`src/rtl/cam_lru_pkg.sv`:
```
package cam_lru_pkg;

    localparam int CAM_ENTRIES = 16;
    localparam int CAM_TAG_W   = 32;
    localparam int CAM_STATE_W = 4;

    // Action taken by the directory in a given cycle.
    typedef enum logic [1:0] {
        ACT_IDLE   = 2'd0,
        ACT_CLEAR  = 2'd1,
        ACT_SEARCH = 2'd2
    } cam_act_e;

    // Decide the cycle's action. A clear overrides any lookup.
    function automatic cam_act_e decode_act(input logic clr, input logic lk);
        if (clr)     return ACT_CLEAR;
        else if (lk) return ACT_SEARCH;
        else         return ACT_IDLE;
    endfunction

endpackage

```
`src/rtl/cam_first_match.sv`:
```
// Lowest-index priority encoder over a request vector.
module cam_first_match #(
    parameter int N = cam_lru_pkg::CAM_ENTRIES,
    localparam int IDX_W = $clog2(N)
) (
    input  logic [N-1:0]     req,
    output logic             found,
    output logic [IDX_W-1:0] idx
);
    always_comb begin
        found = 1'b0;
        idx   = '0;
        for (int i = N - 1; i >= 0; i--) begin
            if (req[i]) begin
                found = 1'b1;
                idx   = IDX_W'(i);
            end
        end
    end
endmodule

```
`src/rtl/cam_entry_store.sv`:
```
// Slot storage with a parallel comparator for each slot.
module cam_entry_store #(
    parameter int N  = cam_lru_pkg::CAM_ENTRIES,
    parameter int TW = cam_lru_pkg::CAM_TAG_W,
    parameter int SW = cam_lru_pkg::CAM_STATE_W,
    localparam int IDX_W = $clog2(N)
) (
    input  logic             clk,
    input  logic             rst,
    input  logic             clr,
    input  logic             wr_en,
    input  logic [IDX_W-1:0] wr_idx,
    input  logic [TW-1:0]    wr_tag,
    input  logic [SW-1:0]    wr_state,
    input  logic [TW-1:0]    key,
    output logic [N-1:0]     match_vec,
    output logic [N*SW-1:0]  state_flat
);
    for (genvar g = 0; g < N; g++) begin : g_slot
        logic          vld_q;
        logic [TW-1:0] tag_q;
        logic [SW-1:0] st_q;
        logic          sel;

        assign sel = wr_en && (wr_idx == IDX_W'(g));

        always_ff @(posedge clk) begin
            if (rst || clr) begin
                vld_q <= 1'b0;
            end else if (sel) begin
                vld_q <= 1'b1;
            end
        end

        always_ff @(posedge clk) begin
            if (rst) begin
                tag_q <= '0;
                st_q  <= '0;
            end else if (sel && !clr) begin
                tag_q <= wr_tag;
                st_q  <= wr_state;
            end
        end

        assign match_vec[g]            = vld_q && (tag_q == key);
        assign state_flat[g*SW +: SW]  = st_q;
    end
endmodule

```
`src/rtl/cam_recency.sv`:
```
// Recency ranks per slot: 0 is least recent and N-1 is most recent.
module cam_recency #(
    parameter int N = cam_lru_pkg::CAM_ENTRIES,
    localparam int IDX_W = $clog2(N)
) (
    input  logic             clk,
    input  logic             rst,
    input  logic             clr,
    input  logic             touch_a_en,
    input  logic [IDX_W-1:0] touch_a_idx,
    input  logic             touch_b_en,
    input  logic [IDX_W-1:0] touch_b_idx,
    output logic [N-1:0]     lru_onehot,
    output logic             lru_found,
    output logic [IDX_W-1:0] victim_idx
);
    typedef logic [N-1:0][IDX_W-1:0] rank_t;

    rank_t rank_q;
    rank_t rank_a;
    rank_t rank_d;

    // Move slot k to the most-recent position. Slots that ranked above it drop by one.
    function automatic rank_t promote(input rank_t r, input logic [IDX_W-1:0] k);
        rank_t o;
        o = r;
        for (int i = 0; i < N; i++) begin
            if (r[i] > r[k]) o[i] = r[i] - IDX_W'(1);
        end
        o[k] = IDX_W'(N - 1);
        return o;
    endfunction

    // The hit is applied first and the write second, so the written slot ends up most recent.
    always_comb begin
        rank_a = touch_a_en ? promote(rank_q, touch_a_idx) : rank_q;
        rank_d = touch_b_en ? promote(rank_a, touch_b_idx) : rank_a;
    end

    always_ff @(posedge clk) begin
        if (rst || clr) begin
            for (int i = 0; i < N; i++) rank_q[i] <= IDX_W'(i);
        end else begin
            rank_q <= rank_d;
        end
    end

    for (genvar g = 0; g < N; g++) begin : g_zero
        assign lru_onehot[g] = (rank_q[g] == '0);
    end

    cam_first_match #(.N(N)) u_victim_pick (
        .req   (lru_onehot),
        .found (lru_found),
        .idx   (victim_idx)
    );
endmodule

```
`src/rtl/cam_lru_dir.sv`:
```
module cam_lru_dir
    import cam_lru_pkg::*;
#(
    parameter int N  = CAM_ENTRIES,
    parameter int TW = CAM_TAG_W,
    parameter int SW = CAM_STATE_W,
    localparam int IDX_W = $clog2(N)
) (
    input  logic             clk,
    input  logic             rst,
    input  logic             clr_req,
    input  logic             lk_valid,
    input  logic [TW-1:0]    lk_key,
    input  logic             wr_valid,
    input  logic [IDX_W-1:0] wr_idx,
    input  logic [TW-1:0]    wr_tag,
    input  logic [SW-1:0]    wr_state,
    output logic             res_valid,
    output logic             res_hit,
    output logic [IDX_W-1:0] res_idx,
    output logic [SW-1:0]    res_state
);
    typedef struct packed {
        logic             valid;
        logic             hit;
        logic [IDX_W-1:0] idx;
        logic [SW-1:0]    state;
    } result_t;

    cam_act_e         act;
    logic             wr_go;
    logic [N-1:0]     match_vec;
    logic [N*SW-1:0]  state_flat;
    logic             hit_found;
    logic [IDX_W-1:0] hit_idx;
    logic [SW-1:0]    hit_state;
    logic [N-1:0]     lru_onehot;
    logic             lru_found;
    logic [IDX_W-1:0] victim_idx;
    result_t          res_d;
    result_t          res_q;

    assign act   = decode_act(clr_req, lk_valid);
    assign wr_go = wr_valid && !clr_req;

    cam_entry_store #(.N(N), .TW(TW), .SW(SW)) u_store (
        .clk        (clk),
        .rst        (rst),
        .clr        (clr_req),
        .wr_en      (wr_go),
        .wr_idx     (wr_idx),
        .wr_tag     (wr_tag),
        .wr_state   (wr_state),
        .key        (lk_key),
        .match_vec  (match_vec),
        .state_flat (state_flat)
    );

    cam_first_match #(.N(N)) u_hit_pick (
        .req   (match_vec),
        .found (hit_found),
        .idx   (hit_idx)
    );

    assign hit_state = state_flat[hit_idx*SW +: SW];

    cam_recency #(.N(N)) u_recency (
        .clk         (clk),
        .rst         (rst),
        .clr         (clr_req),
        .touch_a_en  ((act == ACT_SEARCH) && hit_found),
        .touch_a_idx (hit_idx),
        .touch_b_en  (wr_go),
        .touch_b_idx (wr_idx),
        .lru_onehot  (lru_onehot),
        .lru_found   (lru_found),
        .victim_idx  (victim_idx)
    );

    always_comb begin
        res_d = '0;
        if (act == ACT_SEARCH) begin
            res_d.valid = 1'b1;
            res_d.hit   = hit_found;
            res_d.idx   = hit_found ? hit_idx : victim_idx;
            res_d.state = hit_found ? hit_state : '0;
        end
    end

    always_ff @(posedge clk) begin
        if (rst) res_q <= '0;
        else     res_q <= res_d;
    end

    assign res_valid = res_q.valid;
    assign res_hit   = res_q.hit;
    assign res_idx   = res_q.idx;
    assign res_state = res_q.state;
endmodule

```
`config.mk`:
```
export PLATFORM = sky130hd
export DESIGN_NAME = cam_lru_dir
export DESIGN_NICKNAME = d
export VERILOG_FILES = /design/src/rtl/cam_lru_pkg.sv /design/src/rtl/cam_first_match.sv /design/src/rtl/cam_entry_store.sv /design/src/rtl/cam_recency.sv /design/src/rtl/cam_lru_dir.sv
export SDC_FILE = /design/constraint.sdc
export NUM_CORES = 2
export LEC_CHECK = 0
export BUFFER_PORTS_ARGS = -buffer_cell sky130_fd_sc_hd__buf_2
export CAP_MARGIN = 20
export CORE_ASPECT_RATIO = 1.2
export CORE_UTILIZATION = 23
export CTS_CLUSTER_SIZE = 12
export DETAILED_ROUTE_END_ITERATION = 16
export PLACE_DENSITY = 0.38
export SLEW_MARGIN = 20
export SYNTH_ARGS = -nofsm -noshare
export SYNTH_HDL_FRONTEND = slang
export SYNTH_SLANG_ARGS = --single-unit
```
`constraint.sdc`:
```
create_clock -name clk -period 8.85 [get_ports clk]
set_input_delay 0.4425 -clock clk [delete_from_list [all_inputs] [get_ports clk]]
set_output_delay 0.4425 -clock clk [all_outputs]
set_load 0.02 [all_outputs]
```
-- Yosys cells after proc, flatten, opt, wreduce, memory -nomap -nowiden
Cells that the tools add are included.
- bits in registers: 666
- input port bits: 77
- output and inout bits: 10
- word-level logic and storage cells: 341
- add/sub/neg operators: 32
- order comparisons: 36
- equality and inequality tests: 32
- shifts and indexed selects: 1
- muxes and demuxes: 95
- bitwise operators: 4
- reduce and logical (&&, ||, !) cells: 73
- operators with widths (kind ; count):
    32-bit equality test ; 16
    4-bit 2-to-1 mux ; 70
    4-bit greater-than comparator ; 32
    64-bit 2-to-1 mux ; 2
    64-bit OR ; 2
    4-bit by 1-bit subtractor with 4-bit output, second input constant ; 32
    4-bit zero test ; 17
    64-bit by 7-bit variable part select with 4-bit output ; 1
    1-bit logical AND ; 52
    4-bit binary-select mux with 4-bit select ; 2
    4-bit demux with 4-bit select ; 2
    4-bit equality test, second input constant ; 8
    4-bit by 3-bit equality test with 1-bit output, second input constant ; 4
    1-bit 2-to-1 mux ; 16
    4-bit by 5-bit less-than comparator with 1-bit output, second input constant ; 2
    10-bit 2-to-1 mux ; 1
    4-bit by 2-bit equality test with 1-bit output, second input constant ; 2
    4-bit by 1-bit >= comparator with 1-bit output, second input constant ; 2
    4-bit by 1-bit equality test with 1-bit output, second input constant ; 1
    2-bit 2-to-1 mux ; 2
    3-bit OR reduction ; 1
    2-bit equality test, second input constant ; 1
    1-bit NOT ; 2
    2-bit OR reduction ; 1
    other kinds (2) ; 2

-- Logic depth before layout (Yosys ltp)
- depth after elaboration: 30
- depth in mapped cells: 41
- mapped depth without buffers: 38

-- By module
Synthesis repeated with hierarchy kept, for this count alone.
- cells, all modules: 4773
- area total of the unflattened synthesis: 37479.7 um2
- modules (own cells, without submodules) (module ; times used ; cells an instance ; area each (um2) ; sequential area each (um2)):
    cam_entry_store ; 1 ; 3423 ; 26765.7 ; 11851.4
    cam_recency ; 1 ; 1217 ; 9475.3 ; 1281.2
    cam_lru_dir ; 1 ; 67 ; 880.8 ; 200.2
    cam_first_match ; 2 ; 33 ; 178.9 ; 0.0

-- Least setup slack after synthesis
OpenSTA, ideal clock, no wires.
- path type: input to register
- from: input lk_key[29]
- to: register u_recency.rank_q[55] in the netlist's numbering
- setup time: 137 ps
- arrival time: 9291 ps
- slack: -578 ps
- stages on the path: 33
- path buffers: 5
- cell sequence: buf_2 > buf_2 > xor2_1 > nor4_1 > nand4b_1 > nor4_1 > o21a_1 > nor2_1 > a221oi_1 > buf_2 > buf_2 > mux2_2 > nand2_1 > o21ai_0 > a221oi_1 > ha_1 > o21a_1 > o211ai_1 > a41oi_2 > xnor2_1 > and2_4 > buf_6 > a32o_1 > a21oi_1 > o2111ai_1 > or4_1 > nor3_1 > ha_1 > a41oi_1 > o21ai_0 > a2111oi_0 > xnor2_1 > nand3_1
- word-level cells in the longest chain between the ends: 30
- elaborated cells on any way between the ends: 113
- classes of those cells: add/sub (1); order compare (19); eq/ne (16); mux (57); bitwise (2); reduce/logical (18)
- RTL lines (element ; RTL line ; source):
    start: declaration ; cam_lru_dir.sv:13 ; input logic [TW-1:0] lk_key,
    32-bit equality test ; cam_entry_store.sv:45 ; assign match_vec[g] = vld_q && (tag_q == key);
    1-bit logical AND ; cam_entry_store.sv:45 ;
    4-bit 2-to-1 mux (16 in series) ; cam_first_match.sv:14 ; if (req[i]) begin
    4-bit binary-select mux with 4-bit select, or another cell as far along ; cam_recency.sv:28 ; if (r[i] > r[k]) o[i] = r[i] - IDX_W'(1);
    4-bit 2-to-1 mux (not written as such) or 1-bit logical AND (tied branches) ; cam_recency.sv:28, cam_recency.sv:30 ;
    4-bit greater-than comparator or 4-bit 2-to-1 mux (tied branches) ; cam_recency.sv:28, cam_recency.sv:30 ;
    4-bit 2-to-1 mux or 4-bit demux with 4-bit select (tied branches) ; n/a ;
    64-bit OR (no line) ; n/a ;
    64-bit 2-to-1 mux (*) ; cam_recency.sv:36 ; rank_a = touch_a_en ? promote(rank_q, touch_a_idx) : rank_q;
    4-bit binary-select mux with 4-bit select ; cam_recency.sv:28 ;
    4-bit 2-to-1 mux (not written as such) ; cam_recency.sv:28 ;
    4-bit greater-than comparator ; cam_recency.sv:28 ;
    4-bit 2-to-1 mux ; cam_recency.sv:28 ;
    64-bit OR (no line) ; n/a ;
    64-bit 2-to-1 mux (*) ; cam_recency.sv:37 ; rank_d = touch_b_en ? promote(rank_a, touch_b_idx) : rank_a;
    end signal: assignment ; cam_recency.sv:44 ; rank_q <= rank_d;
    end: declaration ; cam_recency.sv:19 ; rank_t rank_q;
Mark *: on every way between the ends. The rest lies on a longest branch, timed or not. The select of a mux whose other input is x is not followed.
A chain may end at the register's enable or synchronous reset.

-- Worst setup path in the final report
- from: register u_store.g_slot[14].tag_q[9]
- to: register u_recency.rank_q[1] in the netlist's numbering
- word-level cells in the longest chain between the ends: 29
- elaborated cells on any way between the ends: 81
- classes of those cells: add/sub (1); order compare (19); eq/ne (1); mux (55); bitwise (2); reduce/logical (3)
- RTL lines (element ; RTL line ; source):
    start: declaration ; cam_entry_store.sv:21 ; logic [TW-1:0] tag_q;
    start signal: assignment ; cam_entry_store.sv:40 ; tag_q <= wr_tag;
    32-bit equality test (*) ; cam_entry_store.sv:45 ;
    1-bit logical AND (*) ; cam_entry_store.sv:45 ;
    4-bit 2-to-1 mux (15 in series) ; cam_first_match.sv:14 ;
    4-bit binary-select mux with 4-bit select, or another cell as far along ; cam_recency.sv:28 ;
    4-bit 2-to-1 mux (not written as such) or 1-bit logical AND (tied branches) ; cam_recency.sv:28, cam_recency.sv:30 ;
    4-bit greater-than comparator or 4-bit 2-to-1 mux (tied branches) ; cam_recency.sv:28, cam_recency.sv:30 ;
    4-bit 2-to-1 mux or 4-bit demux with 4-bit select (tied branches) ; n/a ;
    64-bit OR (no line) ; n/a ;
    64-bit 2-to-1 mux (*) ; cam_recency.sv:36 ;
    4-bit binary-select mux with 4-bit select ; cam_recency.sv:28 ;
    4-bit 2-to-1 mux (not written as such) ; cam_recency.sv:28 ;
    4-bit greater-than comparator ; cam_recency.sv:28 ;
    4-bit 2-to-1 mux ; cam_recency.sv:28 ;
    64-bit OR (no line) ; n/a ;
    64-bit 2-to-1 mux (*) ; cam_recency.sv:37 ;
Marked as above.

==> impl_metrics.json <==
{
  "rsz0062_at_grt": "false",
  "grt_pass1_vias": 35980,
  "multiInputGateArea_um2": 23740,
  "worst_pin_slew_ns": 1.206,
  "cts_num_sinks": 666,
  "cts_hold_buffers": 0,
  "gp_congestion": 0.9155,
  "nets": 5545,
  "grt_use_total_pct": 23.14,
  "fin_util_pct": 27.88,
  "internal_power_mw": 5.305,
  "syn_to_final_growth_pct": 19.97,
  "core_area_um2": 167000,
  "ys_seq_area_share_pct": 34.35,
  "endpoint_kind": "flip-flop",
  "cp_max_fo": 6,
  "setup_violations": 0,
  "grt_first_pass_wirelength_um": 281100,
  "design.die.area_um2": 170400,
  "status": "complete, no violations",
  "power_density_nw_per_um2": 161.8,
  "num_rows": 164,
  "max_slew_margin_pct": 18.89,
  "antenna_found_initial": 6,
  "clk_pin_slew_ns": 0.06,
  "cp.arrival_ns": 8.94,
  "pre_cts_slack_ns": -0.1646,
  "drc": 0,
  "p_leak_nw": 16.84,
  "synth_cell_types": 91,
  "ys_ff_latch": 666,
  "cp-start-kind": "flip-flop",
  "overflow": 0,
  "placedCellCount": 7458,
  "synthArstFlopShare_pct": 0,
  "min_path_type": "input port to flip-flop",
  "required_ns": 9.46,
  "clockBufferDepth": 3,
  "final_common_cell": "nand2_1",
  "final_cell_mix": "1352 x nand2_1, 666 x dfxtp_1, 662 x a21oi_1",
  "viasPerCell": 4.939,
  "dr.pass1.iters": 6,
  "cts_tree": "done",
  "grt_max_degree": 206,
  "clk_latency_ns": 0.75,
  "synthesis.area_um2": 38820,
  "p_sw_mw": 2.229,
  "critPathKind": "flip-flop to flip-flop",
  "cts_root_buffer": "clkbuf_16",
  "cpMostUsedCell": "buf_4",
  "htreeDepth": 3,
  "ys_warn_count": 0,
  "layout-drive-gt1-share_pct": 12.56,
  "register_area_um2": 13330,
  "stdcell_count": 7609,
  "place_hpwl_um": 141800,
  "hold_viol": 0,
  "synth_ff_type": "dfxtp_1",
  "power_mw": 7.534,
  "synth_edf_count": 0,
  "seq_power_share_pct": 40.5,
  "wl_per_cell_um": 26.54,
  "fin_crit_sh_pct": 94.18,
  "final.fill_count": 18150,
  "fin_crit_ns": 8.335,
  "io_pins": 87,
  "slew_violations": 0,
  "p_clk_share_pct": 46.7,
  "finClkSkew_ns": 0.05830,
  "critPathTopFamily": "compound AO/OA/AOI/OAI gates",
  "fp.dieH_um": 452.0,
  "comb_power_share_pct": 12.8,
  "wl_um": 202000,
  "worst-path-buf-inv": 7,
  "start_util_pct": 23.24,
  "cp_slowest_stage_delay_ns": 0.44,
  "max_freq_ghz": 0.1200,
  "drv_cap": 0,
  "postSynthCellCount": 5134,
  "switching_share_pct": 29.59,
  "die_w_um": 377.0,
  "vias": 37580,
  "syn_nets": 5375,
  "fin_setup_tns_ns": 0,
  "setup_ws_ns": 0.5148,
  "crit_path_top_delay_cell": "or3_1",
  "place.port_buffers": 86,
  "numCtsBuffers": 85,
  "ir_worst_vdd_uv": 137.1,
  "ant_nets": 0,
  "dr.first_iter.drc_count": 3363,
  "syn_area_per_cell_um2": 7.561
}
final cells by class:
| cell class | count | area share, % |
|---|---|---|
| antenna | 3 | 0.01612 |
| clock buffer | 122 | 5.166 |
| clock inverter | 26 | 0.6797 |
| inverter | 114 | 0.9188 |
| multi-input combinational | 3993 | 50.98 |
| sequential | 666 | 28.63 |
| tap | 2241 | 6.021 |
| timing repair buffer | 444 | 7.592 |
worst paths after layout:
kind	startpoint	end	slack, ns	cells after the start
min reg2reg	u_store.g_slot[12].st_q[2]	u_store.g_slot[12].st_q[2]	0.45	2
max reg2reg	u_store.g_slot[14].tag_q[9]	u_recency.rank_q[1]	0.51	39
min	wr_state[0]	u_store.g_slot[0].st_q[0]	0.17	3
max	u_store.g_slot[14].tag_q[9]	u_recency.rank_q[1]	0.51	39
cells in the mapped netlist, types with 11 or more instances:
cell type	number	area share [%]
mux2_2	28	0.81
a21oi_1	662	8.5
dfxtp_1	666	34
inv_1	112	1.1
and3_1	11	0.18
xnor2_1	286	6.5
buf_2	41	0.53
a41oi_1	16	0.36
ha_1	164	5.3
o22ai_1	14	0.23
o21ai_0	96	1.2
nand3_1	105	1.4
nor2_1	158	1.5
xor2_1	285	6.4
nor2b_1	45	0.73
o211ai_1	14	0.27
buf_1	12	0.12
o21a_1	32	0.62
buf_4	24	0.46
nand2_1	1354	13
or3_1	12	0.19
nor4b_1	22	0.50
mux2i_1	46	1.2
clkbuf_1	276	2.7
or4_1	16	0.31
a22oi_1	16	0.31
nor4_1	129	2.1
nand4b_1	16	0.36
nand2b_1	83	1.3
nor3_1	59	0.76
nand4_1	128	2.1
registers in the layout, indices dropped and copies added, names as in the netlist:
name / flops
res_state: 4
res_idx: 4
u_recency.rank_q: 64
res_hit: 1
u_store.g_slot.vld_q: 16
u_store.g_slot.tag_q: 512
res_valid: 1
u_store.g_slot.st_q: 64
routing by layer:
| metal | wire, um | up-vias | track usage [%] |
|---|---|---|---|
| met5 | 0 | - | 0 |
| met4 | 9296 | 0 | 10.37 |
| met3 | 8127 | 306 | 2.232 |
| met2 | 102200 | 1108 | 41.62 |
| met1 | 82310 | 18370 | 27.59 |
| li1 | - | 17800 | - |
cells by family (layout without fill, tap and decap cells):
family | Yosys count | in the layout | synth area share, %
XOR/XNOR | 571 | 571 | 12.88
AO/OA/AOI/OAI | 969 | 969 | 14.24
other | 0 | 3 | 0
AND/OR/NAND/NOR | 2214 | 2214 | 26.11
adder cells (fa/ha/maj) | 164 | 164 | 5.286
buffers and inverters | 475 | 706 | 5.112
flip-flops | 666 | 666 | 34.35
multiplexers | 75 | 75 | 2.027
worst register-to-register path, delay by kind of cell, from the launching register on:
| family | cells | cell delay [ns] |
|---|---|---|
| compound gates | 15 | 2.85 |
| xor+xnor | 2 | 0.35 |
| buf+inv | 7 | 1.28 |
| simple gates | 10 | 2.23 |
| fa+ha+maj | 2 | 0.46 |
| mux | 3 | 0.71 |
| flops | 1 | 0.32 |
power by group through the flow:
stage / sequential [mW] / clock, mW / combinational, mW
after floorplan: 3.11 / 0 / 0.504
after global placement: 3.11 / 0 / 0.965
after detailed placement: 3.11 / 0 / 0.963
after CTS: 3.05 / 3.60 / 0.966
after global routing: 3.05 / 3.71 / 1.02
final: 3.05 / 3.52 / 0.967
metrics by stage:
step	hold slack, ns	cell area (um2)
after floorplan	0.4329	38830
after global placement	0.4382	43800
after detailed placement	0.4454	43830
after CTS	0.1203	46550
after global routing	0.1720	46570
final	0.1719	46570
what timing repair did:
item                       in CTS  in global routing
resized for setup               0                  2
buffers inserted                0                  0
setup endpoints to repair       0                 28
Power figures use the tool's default switching activity.
